--- src/rtl/simd_add_pkg.sv ---
package simd_add_pkg;

    localparam int SEG_W  = 8;
    localparam int DATA_W = 256;
    localparam int NUM_SEG = DATA_W / SEG_W;
    localparam int SEL_W  = 2;

    typedef enum logic [SEL_W-1:0] {
        LANE_B8  = 2'b00,
        LANE_B16 = 2'b01,
        LANE_B32 = 2'b10,
        LANE_B64 = 2'b11
    } lane_mode_e;

    typedef struct packed {
        logic [DATA_W-1:0]  sum;
        logic [NUM_SEG-1:0] carry;
    } add_result_t;

    // Number of byte segments that make up one lane in the given mode.
    function automatic int lane_segs(lane_mode_e mode);
        return 1 << int'(mode);
    endfunction

endpackage

--- src/rtl/lane_boundary_decode.sv ---
module lane_boundary_decode
    import simd_add_pkg::*;
#(
    parameter int NSEG = NUM_SEG
) (
    input  lane_mode_e        mode,
    output logic [NSEG-1:0]   seg_first,
    output logic [NSEG-1:0]   seg_last
);

    logic [7:0] pos_mask;

    always_comb begin
        pos_mask = 8'(lane_segs(mode) - 1);
    end

    for (genvar k = 0; k < NSEG; k++) begin : g_seg
        localparam logic [7:0] KIDX = 8'(k);
        always_comb begin
            seg_first[k] = ((KIDX & pos_mask) == 8'd0);
            seg_last[k]  = ((KIDX & pos_mask) == pos_mask);
        end
    end

endmodule

--- src/rtl/byte_seg_add.sv ---
module byte_seg_add #(
    parameter int W = 8
) (
    input  logic [W-1:0] a,
    input  logic [W-1:0] b,
    input  logic         cin,
    output logic [W-1:0] sum,
    output logic         cout
);

    logic [W:0] wide;

    always_comb begin
        wide = {1'b0, a} + {1'b0, b} + {{W{1'b0}}, cin};
        sum  = wide[W-1:0];
        cout = wide[W];
    end

endmodule

--- src/rtl/seg_carry_chain.sv ---
module seg_carry_chain #(
    parameter int DW = 256,
    parameter int SW = 8,
    localparam int NSEG = DW / SW
) (
    input  logic [DW-1:0]   op_a,
    input  logic [DW-1:0]   op_b,
    input  logic            sub,
    input  logic [NSEG-1:0] seg_first,
    input  logic [NSEG-1:0] seg_last,
    output logic [DW-1:0]   sum,
    output logic [NSEG-1:0] flags
);

    logic [NSEG-1:0] cin;
    logic [NSEG-1:0] cout;

    for (genvar k = 0; k < NSEG; k++) begin : g_seg
        logic [SW-1:0] b_eff;

        always_comb begin
            b_eff = sub ? ~op_b[k*SW +: SW] : op_b[k*SW +: SW];
        end

        if (k == 0) begin : g_low
            always_comb cin[k] = sub;
        end else begin : g_link
            // A lane start cuts the chain and injects the subtract carry.
            always_comb cin[k] = seg_first[k] ? sub : cout[k-1];
        end

        byte_seg_add #(.W(SW)) u_seg (
            .a    (op_a[k*SW +: SW]),
            .b    (b_eff),
            .cin  (cin[k]),
            .sum  (sum[k*SW +: SW]),
            .cout (cout[k])
        );

        always_comb flags[k] = seg_last[k] & cout[k];
    end

endmodule

--- src/rtl/simd_part_adder.sv ---
module simd_part_adder
    import simd_add_pkg::*;
#(
    parameter int DATA_W = simd_add_pkg::DATA_W,
    parameter int SEG_W  = simd_add_pkg::SEG_W,
    localparam int NSEG  = DATA_W / SEG_W
) (
    input  logic              clk,
    input  logic              rst,
    input  logic              in_valid,
    input  logic [DATA_W-1:0] in_a,
    input  logic [DATA_W-1:0] in_b,
    input  logic [1:0]        lane_sel,
    input  logic              sub_en,
    output logic              out_valid,
    output logic [DATA_W-1:0] out_sum,
    output logic [NSEG-1:0]   out_carry
);

    lane_mode_e       mode;
    logic [NSEG-1:0]  seg_first;
    logic [NSEG-1:0]  seg_last;
    logic [DATA_W-1:0] comb_sum;
    logic [NSEG-1:0]  comb_flags;

    logic              vld_q;
    logic [DATA_W-1:0] sum_q;
    logic [NSEG-1:0]   carry_q;

    always_comb mode = lane_mode_e'(lane_sel);

    lane_boundary_decode #(.NSEG(NSEG)) u_decode (
        .mode      (mode),
        .seg_first (seg_first),
        .seg_last  (seg_last)
    );

    seg_carry_chain #(.DW(DATA_W), .SW(SEG_W)) u_chain (
        .op_a      (in_a),
        .op_b      (in_b),
        .sub       (sub_en),
        .seg_first (seg_first),
        .seg_last  (seg_last),
        .sum       (comb_sum),
        .flags     (comb_flags)
    );

    always_ff @(posedge clk) begin
        if (rst) begin
            vld_q   <= 1'b0;
            sum_q   <= '0;
            carry_q <= '0;
        end else begin
            vld_q <= in_valid;
            if (in_valid) begin
                sum_q   <= comb_sum;
                carry_q <= comb_flags;
            end
        end
    end

    assign out_valid = vld_q;
    assign out_sum   = sum_q;
    assign out_carry = carry_q;

endmodule

--- config.mk ---
export PLATFORM = sky130hd
export DESIGN_NAME = simd_part_adder
export DESIGN_NICKNAME = d
export VERILOG_FILES = /design/src/rtl/simd_add_pkg.sv /design/src/rtl/lane_boundary_decode.sv /design/src/rtl/byte_seg_add.sv /design/src/rtl/seg_carry_chain.sv /design/src/rtl/simd_part_adder.sv
export SDC_FILE = /design/constraint.sdc
export NUM_CORES = 1
export LEC_CHECK = 0
export BUFFER_PORTS_ARGS = -buffer_cell sky130_fd_sc_hd__buf_2
export CAP_MARGIN = 20
export CORE_AREA = 2 2 313 315
export DETAILED_ROUTE_END_ITERATION = 16
export DIE_AREA = 0 0 315 317
export SYNTH_ARGS = -nofsm -noshare
export SYNTH_HDL_FRONTEND = slang
export SYNTH_SLANG_ARGS = --single-unit
--- constraint.sdc ---
create_clock -name clk -period 45.8 [get_ports clk]
set_input_delay 9.16 -clock clk [delete_from_list [all_inputs] [get_ports clk]]
set_output_delay 9.16 -clock clk [all_outputs]
set_load 0.02 [all_outputs]
==> results by group <==
Status
  – Status: finished clean

Logic synthesis
  – Syn nets: roughly 3500
  – Mean Syn Cell Area: roughly 8.2 sq um
  – Ys flop type: dfxtp_1
  – Synth Register Bits: 289
  – Mapped Area: about 23000 sq um
  – Synthesized instance count: about 2700
  – Unique masters post-synth: 53
  – Post-synthesis sequential area ratio: between 20% and 30%
  – Number of flops mapped to enable cells by yosys: 0
  – Async SR Flop Fraction: 0%
  – Yosys warns: 0

Global route
  – Number of global-route vias before repair: 22900
  – Pin count of the biggest net entering global routing: ~140
  – Total GRT Usage: 19.24%
  – Initial antenna violation count: 29
  – First-pass GRT wire length: between 100000 and 150000 um
  – Gr ovfl total: 0

Timing
  – Tcrit/Tclk final: 97.64%
  – Relative slew slack: 26.42%
  – Actual slew at the worst max-slew pin: around 1.1 ns
  – Clock skew: 0 ns
  – Final min period: roughly 45 ns
  – Final Max Slew Viols: 0
  – Peak Freq: between 20 and 25 MHz
  – Count of final hold-check violations: 0
  – Final-report setup violation count: 0
  – Unrepaired setup endpoints after global routing: yes
  – Worst setup margin: 1.080 ns
  – WHS: around 0.45 ns

Clocking
  – CTS Buf Count: 39
  – Clock latency on the worst-skew pair: ~0.6 ns
  – Clk sink count: between 200 and 300
  – Clk slew on worst S/H paths: approximately 0.060 ns
  – Max H-tree Level: 2
  – Clock tree buffer depth: 3
  – CTS tree: done
  – CTS Root Cell: clkbuf_16

Worst setup path
  – Critical Path AT: about 45 ns
  – Crit path kind: in2reg
  – Reg-to-reg startpoint: out_carry[13]
  – Most frequent CP cell: fa_2
  – CP startpoint: sub_en
  – Critical Path Start Type: input pin
  – CP max stage delay: about 0.45 ns
  – Critical Path RT: 46.30 ns
  – Crit-path slowest cell: fa_2
  – Worst setup EP type: flip-flop
  – Max FO, Critical Path: 4

Finish
  – Share of layout cells above drive strength 1: around a third
  – Area Growth Syn to Fin: 36.08%
  – # fillers: 10250
  – Layout Utilization: a little under a third
  – Fin cells: 4903
  – Finished layout cell area: ~31000 sq um
  – # nets final: 4398

Detailed routing
  – WL per Instance: 20.80 um
  – DR pass1 iterations: 5
  – Detail Route Antenna Nets: 0
  – Drt drc: 0
  – Via-to-Cell Ratio: ~4.8
  – Initial DRC count: about 1200
  – Routed wire length: ~100000 um
  – Via Count: between 20000 and 25000

Die
  – Core area: roughly 96000 sq um
  – Die H: roughly 320 um
  – Starting density of the core: a little under a quarter
  – I/O pin count: just over 800
  – Die footprint: ~100000 sq um
  – Rows: 114
  – Die X-Extent: 315 um

Flow run
  – Max cap viols: 0

Place
  – IO buf count: 806
  – # placed instances: about 4800
  – DP Worst Slack: -2.376 ns
  – Post-DP Area: roughly 28000 sq um
  – Global placement routability congestion: slightly above 0.9
  – Post-DP HPWL: ~80000 um

Pwr
  – Pwr/cell area: 34.69 nW/um^2
  – Max rail drop VDD: approximately 0.023 mV
  – Pleak: 14.23 nW

Worst hold path
  – Hold Crit Class: reg2reg
  – Hold Startpoint: out_sum[7]
-- state kept, by name, summed over array words and instances, names as in the netlist --
signal     cells
out_carry     32
out_valid      1
out_sum      256
-- through the flow --
| stage | power (mW) | setup TNS (ns) |
|---|---|---|
| global route | 1.126 | -5.552 |
| finish | 1.062 | 0 |
| CTS | 1.049 | -1.385 |
| floorplan | 0.5621 | 0 |
| global placement | 0.7102 | -11.29 |
| detailed placement | 0.7121 | -27.63 |
-- layer usage --
layer  wire length, um  up-vias  track usage [%]
met1             42660    11140            23.56
met2             47760      849            32.53
met3              8077      186            5.315
met4              3241       32            6.223
li1                  -    11420                -
met5               227        -                0
-- cell usage in the layout (no fill, tap or decap), types with 12 or more instances in the layout --
cell type	n
nand3b_1	29
ha_1	225
o211ai_1	35
mux2i_1	33
nand2_1	180
fa_1	15
nor2b_1	133
xor2_1	232
or3_1	56
a2bb2oi_1	18
o21ai_1	24
a21oi_2	29
clkbuf_16	41
nor2_1	284
nand3_1	90
fa_2	48
a211oi_1	115
nand4_1	30
nor3_1	59
a31oi_1	36
o21ai_0	71
a21oi_1	185
a41oi_1	27
or3b_2	27
dfxtp_1	289
o21a_1	12
nor2b_4	15
xnor2_1	61
buf_4	126
o21ai_2	39
inv_1	99
buf_2	803
a21o_1	31
-- layout make-up --
class / count / area [sq um] / share of cell area [%]
well taps: 1276 / 1597 / 5.214
clock inverters: 12 / 143.9 / 0.4699
clock buffers: 54 / 1155 / 3.772
flip-flops and latches: 289 / 5786 / 18.90
diodes: 10 / 25.02 / 0.08173
multi-input cells: 2225 / 16460 / 53.76
inverters: 102 / 387.9 / 1.267
repair buffers: 935 / 5066 / 16.55
-- cell families after synthesis --
group,synth area share [%]
compound gates,18.47
xor+xnor,11.44
fa+ha+maj,18.12
buf+inv,4.015
flops,25.71
mux,1.568
simple gates,20.67
-- cells in the mapped netlist (56+ instances only) --
cell type  number  area share, %
nor2b_1       156            4.3
xor2_1        232            9.0
nand2_1       185            3.1
a211oi_1      116            3.9
nor2_1        285            4.8
o21ai_1        60            1.3
nor3_1         60            1.3
clkbuf_1       66            1.1
a21oi_1       214            4.8
or3_1          56            1.6
ha_1          225             13
o21ai_0        74            1.6
xnor2_1        62            2.4
nand3_1       101            2.2
fa_1           63            5.6
dfxtp_1       289             26
inv_1         100            1.7
-- power by group --
| part | internal, mW | switching (mW) | total, mW |
|---|---|---|---|
| Combinational | 0.186 | 0.253 | 0.439 |
| Clock | 0.192 | 0.134 | 0.326 |
| Sequential | 0.281 | 0.0161 | 0.297 |
-- final timing paths --
| check | to | depth (start not counted) | slack, ns |
|---|---|---|---|
| min reg2reg | out_sum[7] | 2 | 0.45 |
| max reg2reg | out_carry[13] | 2 | 44.74 |
| max | out_sum[254] | 193 | 1.08 |
| min | out_sum[7] | 2 | 0.45 |
-- repair_timing --
action | 4_1_cts | 5_1_grt
setup buffers | 6 | 34
resized for setup | 33 | 148
endpoints found under the setup margin | 17 | 26
pin swaps | 6 | 118
hold buffers | 0 | 0
-- critical path: cells and delay by family --
kind                       cells  cell delay [ns]
buffers and inverters          1             0.13
AOI/OAI and AO/OA             86            10.65
adders and majority gates     48            18.97
muxes                          1             0.08
xor gates and xnor gates       2             0.29
and+or+nand+nor               55             5.90
(Power assumes the default switching activity.)
